**src/rtl/bank_sel_pkg.sv**
```systemverilog
`timescale 1ns/1ps
package bank_sel_pkg;
    localparam int NUM_BANKS    = 8;
    localparam int BANK_IDX_W   = $clog2(NUM_BANKS);
    localparam int ADDR_W       = 32;
    localparam int REG_ADDR_W   = 12;
    localparam int GRAN_LSB     = 17;
    localparam int FIELD_W      = ADDR_W - GRAN_LSB;
    localparam int STRIDE_LSB   = 4;
    localparam int STICKY_BANKS = 2;
    localparam logic [REG_ADDR_W-1:0] WIN_REG_BASE = 12'h100;
    localparam logic [3:0] SPACE_MAIN = 4'h4;
    localparam logic [3:0] SPACE_ALT  = 4'h0;

    typedef struct packed {
        logic [FIELD_W-1:0] base;
        logic               spare;
        logic [FIELD_W-1:0] cmp_mask;
        logic               enable;
    } win_reg_t;

    typedef struct packed {
        logic                  hit;
        logic [BANK_IDX_W-1:0] idx;
    } slot_t;

    function automatic slot_t reg_slot(logic [REG_ADDR_W-1:0] a);
        slot_t s;
        logic [REG_ADDR_W-1:0] rel;
        rel   = a - WIN_REG_BASE;
        s.idx = rel[STRIDE_LSB +: BANK_IDX_W];
        s.hit = (a >= WIN_REG_BASE)
             && (rel[STRIDE_LSB-1:0] == '0)
             && (rel[REG_ADDR_W-1:STRIDE_LSB+BANK_IDX_W] == '0);
        return s;
    endfunction

    function automatic logic win_match(win_reg_t w, logic [ADDR_W-1:0] a);
        return (((a[ADDR_W-1:GRAN_LSB] ^ w.base) & w.cmp_mask) == '0);
    endfunction

    function automatic logic [ADDR_W-1:0] win_base_addr(win_reg_t w);
        return {w.base, {GRAN_LSB{1'b0}}};
    endfunction
endpackage

```
**src/rtl/bank_window_regs.sv**
```systemverilog
`timescale 1ns/1ps
module bank_window_regs
    import bank_sel_pkg::*;
#(
    parameter int NB = NUM_BANKS
) (
    input  logic                  clk,
    input  logic                  rst,
    input  logic                  boot_strap,
    input  logic                  we,
    input  logic [REG_ADDR_W-1:0] addr,
    input  logic [ADDR_W-1:0]     wdata,
    output logic [ADDR_W-1:0]     rdata,
    output win_reg_t [NB-1:0]     win_q,
    output logic                  swap_q
);
    slot_t slot;
    assign slot = reg_slot(addr);

    always_ff @(posedge clk) begin
        if (rst) swap_q <= boot_strap;
    end

    for (genvar n = 0; n < NB; n++) begin : g_bank
        win_reg_t rst_val;
        assign rst_val = (n == 0) ? win_reg_t'({{(ADDR_W-1){1'b0}}, ~boot_strap}) : '0;

        always_ff @(posedge clk) begin
            if (rst)
                win_q[n] <= rst_val;
            else if (we && slot.hit && (slot.idx == BANK_IDX_W'(n)))
                win_q[n] <= win_reg_t'(wdata);
        end

        AST_WRITE_LANDS: assert property (@(posedge clk) disable iff (rst)
            (we && slot.hit && (slot.idx == BANK_IDX_W'(n))) |=> (win_q[n] == $past(wdata)));
    end

    always_comb begin
        rdata = slot.hit ? ADDR_W'(win_q[slot.idx]) : '0;
    end

    AST_STRAP_HELD: assert property (@(posedge clk) disable iff (rst)
        $past(!rst) |-> $stable(swap_q));
endmodule

```
**src/rtl/bank_match.sv**
```systemverilog
`timescale 1ns/1ps
module bank_match
    import bank_sel_pkg::*;
#(
    parameter int NB = NUM_BANKS
) (
    input  win_reg_t [NB-1:0]     win_q,
    input  logic [ADDR_W-1:0]     addr,
    input  logic                  in_space,
    output logic [NB-1:0]         hit_vec,
    output logic [BANK_IDX_W-1:0] sel_idx,
    output logic                  any_hit
);
    for (genvar n = 0; n < NB; n++) begin : g_cmp
        logic live;
        if (n < STICKY_BANKS) begin : g_sticky
            assign live = 1'b1;
        end else begin : g_gated
            assign live = win_q[n].enable;
        end
        assign hit_vec[n] = in_space && live && win_match(win_q[n], addr);
    end

    always_comb begin
        sel_idx = '0;
        any_hit = 1'b0;
        for (int i = NB - 1; i >= 0; i--) begin
            if (hit_vec[i]) begin
                sel_idx = BANK_IDX_W'(i);
                any_hit = 1'b1;
            end
        end
    end
endmodule

```
**src/rtl/cs_output_stage.sv**
```systemverilog
`timescale 1ns/1ps
module cs_output_stage
    import bank_sel_pkg::*;
#(
    parameter int NB = NUM_BANKS
) (
    input  logic                  clk,
    input  logic                  rst,
    input  logic                  swap,
    input  logic                  req_valid,
    input  logic                  any_hit,
    input  logic [BANK_IDX_W-1:0] sel_idx,
    input  logic [ADDR_W-1:0]     offset_in,
    output logic [NB-1:0]         cs_n,
    output logic [ADDR_W-1:0]     offset,
    output logic                  miss
);
    logic [NB-1:0] onehot;
    logic [NB-1:0] routed;

    always_comb begin
        onehot = any_hit ? (NB'(1) << sel_idx) : '0;
        routed = onehot;
        if (swap) begin
            routed[0] = onehot[1];
            routed[1] = onehot[0];
        end
    end

    always_ff @(posedge clk) begin
        if (rst || !req_valid) begin
            cs_n   <= '1;
            offset <= '0;
            miss   <= 1'b0;
        end else begin
            cs_n   <= ~routed;
            offset <= any_hit ? offset_in : '0;
            miss   <= !any_hit;
        end
    end

    AST_CS_AT_MOST_ONE: assert property (@(posedge clk) disable iff (rst)
        $countones(~cs_n) <= 1);
    AST_MISS_QUIET: assert property (@(posedge clk) disable iff (rst)
        miss |-> ((&cs_n) && (offset == '0)));
    AST_IDLE_QUIET: assert property (@(posedge clk) disable iff (rst)
        !req_valid |=> ((&cs_n) && !miss));
    AST_SWAP_ROUTE: assert property (@(posedge clk) disable iff (rst)
        (req_valid && any_hit && swap && (sel_idx == '0)) |=> !cs_n[1]);
endmodule

```
**src/rtl/bank_sel_decoder.sv**
```systemverilog
`timescale 1ns/1ps
module bank_sel_decoder
    import bank_sel_pkg::*;
#(
    parameter bit ALT_SPACE_EN = 1'b0
) (
    input  logic        clk,
    input  logic        rst,
    input  logic        boot_swap_strap,
    input  logic        reg_we,
    input  logic [11:0] reg_addr,
    input  logic [31:0] reg_wdata,
    output logic [31:0] reg_rdata,
    input  logic        cpu_valid,
    input  logic [31:0] cpu_addr,
    output logic [7:0]  cs_n,
    output logic [31:0] bank_offset,
    output logic        decode_miss
);
    localparam int NB = NUM_BANKS;

    win_reg_t [NB-1:0]     win_q;
    logic                  swap_q;
    logic                  in_space;
    logic [NB-1:0]         hit_vec;
    logic [BANK_IDX_W-1:0] sel_idx;
    logic                  any_hit;
    logic [ADDR_W-1:0]     rel_offset;

    bank_window_regs #(.NB(NB)) u_regs (
        .clk        (clk),
        .rst        (rst),
        .boot_strap (boot_swap_strap),
        .we         (reg_we),
        .addr       (reg_addr),
        .wdata      (reg_wdata),
        .rdata      (reg_rdata),
        .win_q      (win_q),
        .swap_q     (swap_q)
    );

    assign in_space = (cpu_addr[ADDR_W-1 -: 4] == SPACE_MAIN)
                   || (ALT_SPACE_EN && (cpu_addr[ADDR_W-1 -: 4] == SPACE_ALT));

    bank_match #(.NB(NB)) u_match (
        .win_q    (win_q),
        .addr     (cpu_addr),
        .in_space (in_space),
        .hit_vec  (hit_vec),
        .sel_idx  (sel_idx),
        .any_hit  (any_hit)
    );

    assign rel_offset = cpu_addr - win_base_addr(win_q[sel_idx]);

    cs_output_stage #(.NB(NB)) u_out (
        .clk       (clk),
        .rst       (rst),
        .swap      (swap_q),
        .req_valid (cpu_valid),
        .any_hit   (any_hit),
        .sel_idx   (sel_idx),
        .offset_in (rel_offset),
        .cs_n      (cs_n),
        .offset    (bank_offset),
        .miss      (decode_miss)
    );

    AST_LOWEST_WINS: assert property (@(posedge clk) disable iff (rst)
        any_hit |-> ((hit_vec & ((NB'(1) << sel_idx) - NB'(1))) == '0));
    AST_OUT_OF_SPACE: assert property (@(posedge clk) disable iff (rst)
        (cpu_valid && !in_space) |=> decode_miss);
endmodule

```
**config.mk**
```make
export PLATFORM = sky130hd
export DESIGN_NAME = bank_sel_decoder
export DESIGN_NICKNAME = d
export VERILOG_FILES = /design/src/rtl/bank_sel_pkg.sv /design/src/rtl/bank_window_regs.sv /design/src/rtl/bank_match.sv /design/src/rtl/cs_output_stage.sv /design/src/rtl/bank_sel_decoder.sv
export SDC_FILE = /design/constraint.sdc
export NUM_CORES = 1
export LEC_CHECK = 0
export BUFFER_PORTS_ARGS = -buffer_cell sky130_fd_sc_hd__buf_2
export CAP_MARGIN = 20
export CELL_PAD_IN_SITES_DETAIL_PLACEMENT = 1
export CELL_PAD_IN_SITES_GLOBAL_PLACEMENT = 1
export CORE_MARGIN = 2
export CORE_UTILIZATION = 49
export CTS_CLUSTER_DIAMETER = 120
export DETAILED_ROUTE_END_ITERATION = 10
export GPL_TIMING_DRIVEN = 1
export MAX_ROUTING_LAYER = met4
export PLACE_DENSITY_LB_ADDON = 0.1
export SYNTH_ARGS = -nofsm -noshare
export SYNTH_HDL_FRONTEND = slang
export SYNTH_SLANG_ARGS = --single-unit
```
**constraint.sdc**
```tcl
create_clock -name clk -period 15.3 [get_ports clk]
set_input_delay 0.765 -clock clk [delete_from_list [all_inputs] [get_ports clk]]
set_output_delay 0.765 -clock clk [all_outputs]
set_load 0.01 [all_outputs]
```
==> impl_metrics.csv, run 1 <==
group,metric,value,unit
run_status,status,"completed",
drt,postRouteAntennaNets,0,
die,die-area,34800,um^2
sta,drv_slew,0,
drt,drcViolationCount,0,
logic_synthesis,synth_top_area_share,36.3,%
clock_tree,ctsHoldBuffers,0,
sta,worstMarginPinSlew,1.09,ns
drt,dr.pass1.iters,5,
clock_tree,cts_buffers,35,
power,power_density,95.4,nW/um^2
logic_synthesis,synth-seq-cells,298,
sta,fin_setup_tns,0,ns
sta,max_freq,156,MHz
global_routing,grt_antenna_before_repair,3,
placement,dp_hpwl,59200,um
logic_synthesis,synth_top_flop_cell,"dfxtp_1",
clock_tree,clockRootBuffer,"clkbuf_16",
sta,fin_skew,0.0134,ns
finish,area_delta_synth_final,12.2,%
sta,layout_worst_path_cycle_share,41.8,%
sta,rsz0062_at_grt,"no",
sta,slew_headroom,27.4,%
clock_tree,cts.path.max_buffers,3,
sta,final-setup-viol-count,0,
power,p_sw,0.000445,W
drt,wl_met3,8760,um
power,p_int,0.00130,W
worst_setup_path,arrival,6.82,ns
clock_tree,clk_pin_slew,0.06,ns
power,sw_frac_of_total,25.4,%
worst_setup_path,cpLargestDelayFamily,"compound AO/OA/AOI/OAI gates",
global_routing,grt_pass1_vias,16800,
die,coreArea,32700,um^2
global_routing,grt_max_degree,108,
worst_setup_path,crit_buf_inv,3,
worst_setup_path,cp_max_fo,72,
drt,highest_layer,"met4",
logic_synthesis,synth_top_cell_by_area,"dfxtp_1",
clock_tree,cts_sinks,298,
logic_synthesis,synth_fp_nets,2103,
clock_tree,insertion_delay,0.53,ns
placement,gp_congestion,1.11,
power,power.leakage,6.82,nW
finish,final_nets,2144,
global_routing,track_usage,47.3,%
worst_setup_path,path_class,"in -> reg",
drt,wire_per_inst,32.5,um
power,power,0.00175,W
flow_run,cap_violations,0,
logic_synthesis,async_flop_share,0,%
worst_setup_path,crit_path_end_kind,"flip-flop",
clock_tree,cts_tree,"done",
finish,utilization,56.1,%
power,p_seq_share,44.6,%
sta,hold_viol_final,0,
drt,vias_per_cell,6.72,
logic_synthesis,seq_area_frac_synth,36.6,%
clock_tree,post_cts_buffers,0,
placement,io_buffers,153,
drt,dr.first_iter.drc_count,1990,
power,pwr-share-comb,7.5,%
worst_setup_path,worstPathRequired,15.72,ns
global_routing,grt_pass1_wl,117000,um
die,fp.dieH,187,um
worst_setup_path,crit_path_max_incr_delay,0.70,ns
logic_synthesis,syn_area_per_cell,8.15,um^2
logic_synthesis,synth-edff-count,2,
die,initial_core_util,50.0,%
clock_tree,cts_resized,0,
drt,vias,16900,
power,vdd_ir_drop_max,0.0968,mV
worst_setup_path,cp-start-kind,"primary input",
logic_synthesis,synthCells,2006,
logic_synthesis,synth_area,16300,um^2
worst_setup_path,crit_path_top_delay_cell,"nor4b_2",
logic_synthesis,synth_area_leaders,"dfxtp_1 36%, nand2_1 13%, mux4_2 8.8%",
die,pin_count,154,
logic_synthesis,yosysWarnings,0,
logic_synthesis,synthDistinctLibCells,62,
min_path,hp-class,"in -> reg",
die,die_x,187,um
drt,wl_met2,37000,um
global_routing,grt_overflow,0,
finish,drive_gt1_share,15.7,%
power,clkPwrFrac,48.0,%
die,rows,66,
drt,drt_wl_total,81800,um
sta,min_period,6.40,ns
drt,wl_met1,31200,um
clock_tree,cts-htree-levels,2,
worst_setup_path,cpMostUsedCell,"a21o_1",
-- layer usage --
metal  track usage, %  up-vias
li1                 -     7024
met1             59.0     8430
met2             73.7     1165
met3             9.70      272
met4             21.7        0
met5                -        -
-- registers in the layout (all words and copies together) (netlist names) --
name           count
u_regs.win_q     256
u_out.offset      32
u_out.cs_n         8
u_out.miss         1
u_regs.swap_q      1
-- cell type report --
class | count | area (um^2)
tap | 442 | 553
inverter | 15 | 56.3
timing repair buffer | 181 | 1010
sequential | 298 | 5990
clock buffer | 47 | 1020
fill | 3958 | 14400
antenna | 2 | 5.00
multi-input combinational | 1516 | 9590
clock inverter | 14 | 115
-- logic make-up after synthesis --
group | synth area share [%]
flops | 36.6
xor+xnor | 6.91
simple gates | 19.8
buf+inv | 4.99
mux | 13.9
fa+ha+maj | 1.27
compound gates | 16.6
-- worst register-to-register path, delay by kind of cell, from the launching register on --
family	cells	cell delay (ns)
buf+inv	2	0.43
compound gates	14	2.90
fa+ha+maj	2	0.60
xor+xnor	1	0.12
simple gates	6	1.54
flops	1	0.53
-- metrics by stage --
| step | worst slack [ns] | hold slack (ns) | cell area [um^2] | std cells |
|---|---|---|---|---|
| after floorplan | 9.71 | 0.433 | 16300 | 2006 |
| after global placement | 8.73 | 0.441 | 17200 | 2451 |
| after detailed placement | 8.52 | 0.459 | 17200 | 2452 |
| after CTS | 9.03 | 0.445 | 18300 | 2513 |
| after global routing | 8.57 | 0.456 | 18300 | 2514 |
| final | 8.90 | 0.458 | 18300 | 2515 |
-- power by group through the flow --
stage          logic (W)  registers, W  clock network, W
3_5_place_dp    0.000125      0.000797                 0
3_3_place_gp    0.000122      0.000797                 0
5_1_grt         0.000135      0.000779          0.000871
2_1_floorplan  0.0000798      0.000797                 0
6_report        0.000130      0.000779          0.000840
4_1_cts         0.000126      0.000779          0.000839
-- cell usage in the layout (no fill, tap or decap), types with 33 or more instances in the layout --
cell type / n
buf_2: 150
nor2_1: 60
clkbuf_16: 37
a22oi_1: 92
xor2_1: 121
nand2_1: 568
mux4_2: 64
a211oi_1: 33
dfxtp_1: 296
a21oi_1: 285
mux2i_1: 62
-- synth_stat cells (3+ instances only) --
| cell type | n |
|---|---|
| nor4_1 | 6 |
| a21o_1 | 6 |
| dfxtp_1 | 296 |
| clkbuf_1 | 111 |
| nand2b_1 | 3 |
| buf_1 | 10 |
| nor2_1 | 62 |
| nand3_1 | 18 |
| buf_4 | 5 |
| mux2_2 | 4 |
| o21ai_0 | 18 |
| and3_1 | 24 |
| xor2_1 | 121 |
| nand2_1 | 568 |
| mux4_2 | 64 |
| xnor2_1 | 8 |
| nor3_1 | 18 |
| and2_1 | 3 |
| mux2_1 | 14 |
| o21ai_1 | 3 |
| a211oi_1 | 33 |
| and4_1 | 3 |
| a21oi_1 | 285 |
| a22oi_1 | 92 |
| nor2b_1 | 19 |
| nand4_1 | 26 |
| or3_1 | 6 |
| inv_1 | 15 |
| mux2i_1 | 62 |
| buf_2 | 20 |
| clkbuf_2 | 29 |
| ha_1 | 15 |
| o21bai_1 | 3 |
-- final timing paths --
| check | startpoint | endpoint | slack [ns] | cells past startpoint |
|---|---|---|---|---|
| setup reg to reg | u_regs.win_q[23]$_SDFFE_PP0P_ | u_out.offset[31]$_SDFF_PP0_ | 9.05 | 25 |
| hold / removal | boot_swap_strap | u_regs.swap_q$_DFFE_PP_ | 0.46 | 1 |
| setup / recovery | cpu_addr[30] | u_out.offset[31]$_SDFF_PP0_ | 8.90 | 25 |
| hold reg to reg | u_regs.win_q[80]$_SDFFE_PP0P_ | u_regs.win_q[80]$_SDFFE_PP0P_ | 0.46 | 2 |
Note: power is estimated with default switching activity, not from simulation.
==> inputs of run 2 (changes only) <==
--- a/config.mk
+++ b/config.mk
@@ -5,12 +5,13 @@
 export SDC_FILE = /design/constraint.sdc
 export NUM_CORES = 1
 export LEC_CHECK = 0
+export ABC_AREA = 1
 export BUFFER_PORTS_ARGS = -buffer_cell sky130_fd_sc_hd__buf_2
 export CAP_MARGIN = 20
 export CELL_PAD_IN_SITES_DETAIL_PLACEMENT = 1
 export CELL_PAD_IN_SITES_GLOBAL_PLACEMENT = 1
 export CORE_MARGIN = 2
-export CORE_UTILIZATION = 49
+export CORE_UTILIZATION = 38
 export CTS_CLUSTER_DIAMETER = 120
 export DETAILED_ROUTE_END_ITERATION = 10
 export GPL_TIMING_DRIVEN = 1
==> constraint.sdc (replaced) <==
create_clock -name clk -period 5.35 [get_ports clk]
set_input_delay 0.2675 -clock clk [delete_from_list [all_inputs] [get_ports clk]]
set_output_delay 0.2675 -clock clk [all_outputs]
set_load 0.01 [all_outputs]
==> run 2 against run 1 <==
Worst hold slack lost 0.42 ns; first-iteration DRC count decreased by 21%; clock skew is 0.0021 ns higher; synthesized cell count increased by 16%; cell area shrank 1.4%; power rose to 3.0 times the previous value; clock-buffer cell count rose by 16; cell count is 19% higher; largest power group unchanged.
==> impl_metrics.csv, run 2 <==
group,metric,value,unit
sta,hold_viol_final,0,
die,die-area,42400,um^2
logic_synthesis,synth-seq-cells,298,
finish,largest_register_ffs,256,
die,coreArea,40000,um^2
logic_synthesis,synthCells,2324,
drt,dr.first_iter.drc_count,1566,
logic_synthesis,yosysWarnings,0,
logic_synthesis,synth_top_flop_cell,"dfxtp_1",
drt,drt_wl_total,78600,um
logic_synthesis,async_flop_share,0,%
worst_setup_path,worstPathRequired,5.80,ns
drt,postRouteAntennaNets,0,
finish,area_delta_synth_final,16.6,%
sta,slew_headroom,26.8,%
logic_synthesis,synth_common_cells,"449 x nor2_1, 310 x nand2_1, 298 x o21ai_0",
die,fp.dieH,206,um
worst_setup_path,crit_path_top_delay_cell,"nor2_1",
logic_synthesis,synth_area_leaders,"dfxtp_1 38%, nor2_1 11%, o21ai_0 9.6%",
sta,min_period,4.86,ns
logic_synthesis,synth_fp_nets,2421,
clock_tree,insertion_delay,0.57,ns
worst_setup_path,path_class,"reg -> reg",
clock_tree,cts_sinks,298,
worst_setup_path,cp-start-kind,"flip-flop",
run_status,status,"completed",
power,vdd_ir_drop_max,0.201,mV
logic_synthesis,synth_top_area_share,38.2,%
worst_setup_path,cp_max_fo,10,
finish,drive_gt1_share,12.6,%
finish,largest_register,"u_regs.win_q",
placement,dp_hpwl,53300,um
sta,max_freq,206,MHz
clock_tree,cts-htree-levels,2,
die,die_x,206,um
sta,drv_slew,0,
global_routing,track_usage,38.0,%
clock_tree,cts_buffers,38,
clock_tree,cts_tree,"done",
logic_synthesis,synth_area,15500,um^2
clock_tree,cts.path.max_buffers,3,
sta,rsz0062_at_grt,"no",
drt,dr.pass1.iters,5,
power,power.leakage,7.65,nW
logic_synthesis,syn_area_per_cell,6.67,um^2
global_routing,grt_antenna_before_repair,7,
global_routing,grt_pass1_wl,114000,um
worst_setup_path,arrival,5.31,ns
placement,gp_congestion,0.967,
die,initial_core_util,38.7,%
placement,io_buffers,153,
finish,top_regs,"u_regs.win_q x256, u_out.offset x32, u_out.cs_n x8",
logic_synthesis,synth_top_cell_by_area,"dfxtp_1",
drt,vias,17700,
worst_setup_path,crit_path_end_kind,"flip-flop",
clock_tree,clk_pin_slew,0.06,ns
drt,wire_per_inst,26.3,um
sta,fin_setup_tns,0,ns
flow_run,cap_violations,0,
min_path,hp-class,"in -> reg",
drt,vias_per_cell,5.90,
power,power_density,294,nW/um^2
finish,final_nets,2535,
worst_setup_path,crit_path_max_incr_delay,0.45,ns
clock_tree,clockRootBuffer,"clkbuf_16",
worst_setup_path,cpMostUsedCell,"nand2_1",
clock_tree,post_cts_buffers,0,
sta,worstMarginPinSlew,1.10,ns
global_routing,grt_max_degree,146,
sta,fin_skew,0.0155,ns
die,rows,73,
drt,drcViolationCount,0,
die,pin_count,154,
logic_synthesis,synthDistinctLibCells,51,
global_routing,grt_overflow,0,
sta,final-setup-viol-count,0,
finish,mostFrequentLayoutCells,"447 x nor2_1, 308 x nand2_1, 297 x o21ai_0, 296 x dfxtp_1, 218 x a21oi_1",
sta,layout_worst_path_cycle_share,90.8,%
finish,fin_cells,2994,
global_routing,grt_pass1_vias,17300,
logic_synthesis,seq_area_frac_synth,38.6,%
finish,final_common_cell,"nor2_1",
placement,dp_cells,2904,
logic_synthesis,synth-edff-count,2,
logic_synthesis,post-synth-top-count-cell,"nor2_1",
run 2: cell count changes after synthesis, sizes merged, moves of 51 or more:
cell and change:
xor2 -118, clkbuf -51, a22oi -68, mux4 -64, nand3 +74, nor2 +393, nand2 -249, o22ai +115
a21oi -67, inv +209, o21ai +289, mux2i -62
run 2: worst max-delay path, delay by kind of cell, from the launching register on:
| kind | cells | cell delay, ns |
|---|---|---|
| and+or+nand+nor | 20 | 2.30 |
| AOI/OAI and AO/OA | 7 | 1.18 |
| DFF | 1 | 0.42 |
| adders and majority gates | 2 | 0.39 |
| buffers and inverters | 4 | 0.43 |
run 2: cell families (layout without fill, tap and decap cells):
| logic type | count (synthesis) | in the layout | synth area share, % |
|---|---|---|---|
| AOI/OAI and AO/OA | 693 | 693 | 24.4 |
| DFF | 298 | 298 | 38.6 |
| other | 0 | 4 | 0 |
| xor gates and xnor gates | 5 | 5 | 0.283 |
| buffers and inverters | 368 | 509 | 9.84 |
| adders and majority gates | 16 | 16 | 1.34 |
| and+or+nand+nor | 944 | 944 | 25.6 |
run 2: routing by layer:
| layer | track usage (%) | vias to the layer above | part of all wire, % |
|---|---|---|---|
| met4 | 14.8 | 0 | 3.9 |
| met1 | 49.7 | 8684 | 44 |
| met3 | 8.26 | 161 | 8.9 |
| met5 | - | - | 0 |
| met2 | 57.1 | 827 | 43 |
| li1 | - | 7989 | - |
run 2: path summary, 6_finish.rpt:
path | depth (start not counted) | to | startpoint | slack [ns]
min | 3 | u_out.miss$_SDFF_PP0_ | cpu_valid | 0.04
min reg2reg | 2 | u_regs.win_q[176]$_SDFFE_PP0P_ | u_regs.win_q[176]$_SDFFE_PP0P_ | 0.46
max reg2reg | 33 | u_out.offset[31]$_SDFF_PP0_ | u_regs.win_q[26]$_SDFFE_PP0P_ | 0.49
max | 33 | u_out.offset[31]$_SDFF_PP0_ | u_regs.win_q[26]$_SDFFE_PP0P_ | 0.49
run 2: report_power, final:
part	internal, W	switching (W)
Combinational	0.000136	0.000323
Sequential	0.00223	0.00000225
Clock	0.00157	0.00105
run 2: cell type report:
type	instances	area [um^2]
Sequential cell	298	5990
Fill cell	5232	21900
Clock inverter	4	48.8
Antenna cell	4	10.0
Clock buffer	63	1200
Multi-Input combinational cell	1658	8020
Tap cell	525	657
Inverter	227	867
Timing Repair Buffer	215	1290
run 2: repair_timing:
item / CTS / global route
hold buffers: 19 / 0
endpoints found under the hold margin: 19 / 0
setup endpoints to repair: 0 / 3
resized for setup: 0 / 1
run 2: per-stage QoR:
stage	setup WS [ns]	hold slack (ns)	power, W	cell area [um^2]	util [%]
3_5_place_dp	0.278	0.458	0.00271	16600	41.6
5_1_grt	0.0440	0.0488	0.00547	18100	45.2
3_3_place_gp	0.347	0.439	0.00270	16600	41.6
6_report	0.493	0.0418	0.00531	18100	45.2
2_1_floorplan	1.56	0.366	0.00254	15500	-
4_1_cts	0.439	0.0235	0.00532	18100	45.2
==> inputs of run 3 (changes only) <==
--- a/config.mk
+++ b/config.mk
@@ -11,7 +11,7 @@
 export CELL_PAD_IN_SITES_DETAIL_PLACEMENT = 1
 export CELL_PAD_IN_SITES_GLOBAL_PLACEMENT = 1
 export CORE_MARGIN = 2
-export CORE_UTILIZATION = 38
+export CORE_UTILIZATION = 39
 export CTS_CLUSTER_DIAMETER = 120
 export DETAILED_ROUTE_END_ITERATION = 10
 export GPL_TIMING_DRIVEN = 1
@@ -19,4 +19,5 @@
 export PLACE_DENSITY_LB_ADDON = 0.1
 export SYNTH_ARGS = -nofsm -noshare
 export SYNTH_HDL_FRONTEND = slang
+export SYNTH_HIERARCHICAL = 1
 export SYNTH_SLANG_ARGS = --single-unit
==> run 3 against run 2 <==
Clock-buffer cell count shrank 8; clock skew shrank 0.0055 ns; non-clock buffer count shrank 15; sequential power is essentially flat; worst hold slack gained 0.016 ns; via count grew 12%; critical path type unchanged; critical endpoint is now u_out/offset[31]$_SDFF_PP0_; largest cell class unchanged; highest routed layer unchanged.
==> impl_metrics.csv, run 3 <==
group,metric,value,unit
die,die-area,50100,um^2
logic_synthesis,post-synth-top-count-cell,"nand2_1",
die,initial_core_util,39.5,%
logic_synthesis,synth_area_leaders,"dfxtp_1 31%, nand2_1 16%, nor2_1 15%",
sta,drv_slew,0,
drt,wl_met3,5080,um
finish,mostFrequentLayoutCells,"824 x nand2_1, 755 x nor2_1, 390 x inv_1, 296 x dfxtp_1, 153 x buf_2",
worst_setup_path,rrSetupSlack,1.11,ns
finish,final_common_cell,"nand2_1",
min_path,hp-class,"in -> reg",
worst_setup_path,crit_cells,22,
finish,utilization,42.6,%
clock_tree,cts.path.max_buffers,3,
worst_setup_path,reg2reg_depth,22,
run_status,status,"completed",
die,rows,80,
drt,highest_layer,"met4",
worst_setup_path,cpMostUsedCell,"nand2_1",
logic_synthesis,synth_mux_area_share,0,%
die,pin_count,154,
worst_setup_path,arrival,4.73,ns
drt,vias_per_cell,5.28,
logic_synthesis,syn_area_per_cell,6.18,um^2
finish,final_nets,3199,
sta,worstMarginPinSlew,0.979,ns
drt,drt_wl_total,80800,um
drt,dr.first_iter.drc_count,1502,
power,power.leakage,10.5,nW
logic_synthesis,synth_compound_area_share,9.04,%
sta,rsz0062_at_grt,"no",
placement,gp_congestion,0.921,
drt,postRouteAntennaNets,0,
clock_tree,cts_buffers,38,
worst_setup_path,crit_path_end_kind,"flip-flop",
logic_synthesis,synth_top_cell_by_area,"dfxtp_1",
clock_tree,cts_sinks,298,
clock_tree,insertion_delay,0.56,ns
logic_synthesis,synth_top_flop_cell,"dfxtp_1",
finish,drive_gt1_share,11.5,%
sta,slew_headroom,34.8,%
worst_setup_path,r2r_start,"u_regs/win_q[84]$_SDFFE_PP0P_",
clock_tree,cts-htree-levels,2,
drt,wire_per_inst,21.6,um
logic_synthesis,synth_top_family_by_area,"simple AND/OR/NAND/NOR gates",
logic_synthesis,async_flop_share,0,%
sta,fin_setup_tns,0,ns
power,vdd_ir_drop_max,0.172,mV
global_routing,track_usage,32.9,%
placement,io_buffers,153,
logic_synthesis,synth_area,18800,um^2
power,power_density,256,nW/um^2
drt,wl_met2,36100,um
placement,dp_hpwl,57700,um
clock_tree,post_cts_buffers,0,
global_routing,grt_pass1_wl,121000,um
worst_setup_path,path_class,"reg -> reg",
logic_synthesis,synth_top_area_share,31.5,%
logic_synthesis,yosysWarnings,6,
logic_synthesis,synthAdderAreaFrac,1.24,%
logic_synthesis,synth_common_cells,"828 x nand2_1, 756 x nor2_1, 390 x inv_1",
sta,final-setup-viol-count,0,
logic_synthesis,synth_simple_gate_area_share,40.4,%
finish,fillers,6475,
sta,fin_skew,0.0101,ns
worst_setup_path,cp-start-kind,"flip-flop",
sta,layout_worst_path_cycle_share,79.2,%
drt,drcViolationCount,0,
worst_setup_path,cp_max_fo,16,
sta,hold_viol_final,0,
logic_synthesis,yosys.area_share.xor_xnor,0.697,%
die,fp.dieH,224,um
logic_synthesis,seq_area_frac_synth,31.8,%
finish,top_regs,"u_regs/win_q x256, u_out/offset x32, u_out/cs_n x8",
logic_synthesis,synth_fp_nets,3147,
worst_setup_path,crit_path_max_incr_delay,0.55,ns
die,die_x,224,um
finish,area_delta_synth_final,7.89,%
sta,max_freq,236,MHz
worst_setup_path,crit_chain,"nor2_1 > o21ai_0 > nor2_1 > nand2_1 > nor3_2 > nor2_1 > a21boi_2 > inv_1 > buf_4 > o21ai_0 > o22ai_1 > o21ai_1 > ha_1 > a21oi_1 > nand2_1 > a21oi_1 > nand2_1 > inv_1 > nand2_1 > nand2_1 > inv_1 > nor2_2",
drt,vias,19800,
worst_setup_path,critPathLaunch,"u_regs/win_q[84]$_SDFFE_PP0P_",
worst_setup_path,crit_path_top_delay_cell,"o21ai_0",
clock_tree,cts_tree,"done",
worst_setup_path,worstPathRequired,5.85,ns
logic_synthesis,synth-edff-count,2,
worst_setup_path,endpoint,"u_out/offset[31]$_SDFF_PP0_",
drt,dr.pass1.iters,5,
logic_synthesis,synth-seq-cells,298,
global_routing,grt_max_degree,140,
clock_tree,clockRootBuffer,"clkbuf_16",
finish,largest_register,"u_regs/win_q",
global_routing,grt_antenna_before_repair,17,
worst_setup_path,cpLargestDelayFamily,"compound AO/OA/AOI/OAI gates",
finish,largest_register_ffs,256,
global_routing,grt_overflow,0,
worst_setup_path,regToRegEndpoint,"u_out/offset[31]$_SDFF_PP0_",
logic_synthesis,synthCells,3048,
min_path,hold_depth,3,
worst_setup_path,crit_buf_inv,4,
logic_synthesis,synthDistinctLibCells,44,
clock_tree,clk_pin_slew,0.06,ns
die,coreArea,47700,um^2
global_routing,grt_pass1_vias,19400,
sta,min_period,4.24,ns
flow_run,cap_violations,0,
drt,wl_met1,36500,um
run 3: changes by cell type in the layout (fill, tap and decap cells not counted), sizes merged, moves of 51 or more:
cell	before	now
nand2	319	854
nor2	455	793
a21oi	218	12
o21ai	310	119
inv	224	396
or2	5	56
run 3: kinds of logic after synthesis:
kind of cell | Yosys count
AOI/OAI and AO/OA | 291
xor gates and xnor gates | 15
DFF | 298
buffers and inverters | 582
adders and majority gates | 18
and+or+nand+nor | 1844
run 3: per-layer routing:
metal | GRT usage (%) | up-vias
li1 | - | 9384
met1 | 43.4 | 9548
met2 | 51.8 | 673
met3 | 3.52 | 149
met4 | 12.6 | 0
met5 | - | -
run 3: worst register-to-register path, delay by kind of cell, from the launching register on:
family	cells	cell delay, ns
buffers and inverters	4	0.84
AO/OA/AOI/OAI	7	1.56
adder cells (fa/ha/maj)	1	0.41
AND/OR/NAND/NOR	10	0.95
flip-flops	1	0.43
run 3: timing repair:
action,4_1_cts,5_1_grt
endpoints found under the setup margin,0,0
hold endpoints to repair,18,0
hold buffers,19,0
resized for setup,0,0
run 3: cell type report:
type	instances	area, um^2	share of cell area, %
Multi-Input combinational cell	2168	9710	47.8
Sequential cell	298	5990	29.4
Inverter	394	1490	7.31
Timing Repair Buffer	200	1190	5.86
Clock buffer	55	1140	5.60
Tap cell	615	769	3.79
Clock inverter	5	30.0	0.148
Antenna cell	8	20.0	0.0985
run 3: report_power, final:
part	leakage, nW	internal [W]	switching [W]
Combinational	7.48	0.000148	0.000335
Clock	0.579	0.00146	0.00103
Sequential	2.40	0.00223	0.00000222
run 3: metrics by stage:
stage               std cells  hold WS [ns]  setup WS [ns]  instance area [um^2]  power [W]
floorplan                3048         0.344           1.72                 18800    0.00263
global placement         3656         0.484          0.724                 18900    0.00273
detailed placement       3656         0.489          0.643                 18900    0.00274
CTS                      3735        0.0317           1.08                 20300    0.00525
global route             3742        0.0504          0.693                 20300    0.00538
finish                   3743        0.0573           1.11                 20300    0.00520
run 3: worst min path at each step:
stage,slack (ns),startpoint,to
6_report,0.06,reg_wdata[9],u_regs/win_q[169]$_SDFFE_PP0P_
2_1_floorplan,0.34,rst,u_out/miss$_SDFF_PP0_
4_1_cts,0.03,rst,u_regs/swap_q$_DFFE_PP_
3_3_place_gp,0.48,cpu_addr[15],u_out/offset[15]$_SDFF_PP0_
5_1_grt,0.05,rst,u_regs/swap_q$_DFFE_PP_
3_5_place_dp,0.49,cpu_addr[15],u_out/offset[15]$_SDFF_PP0_
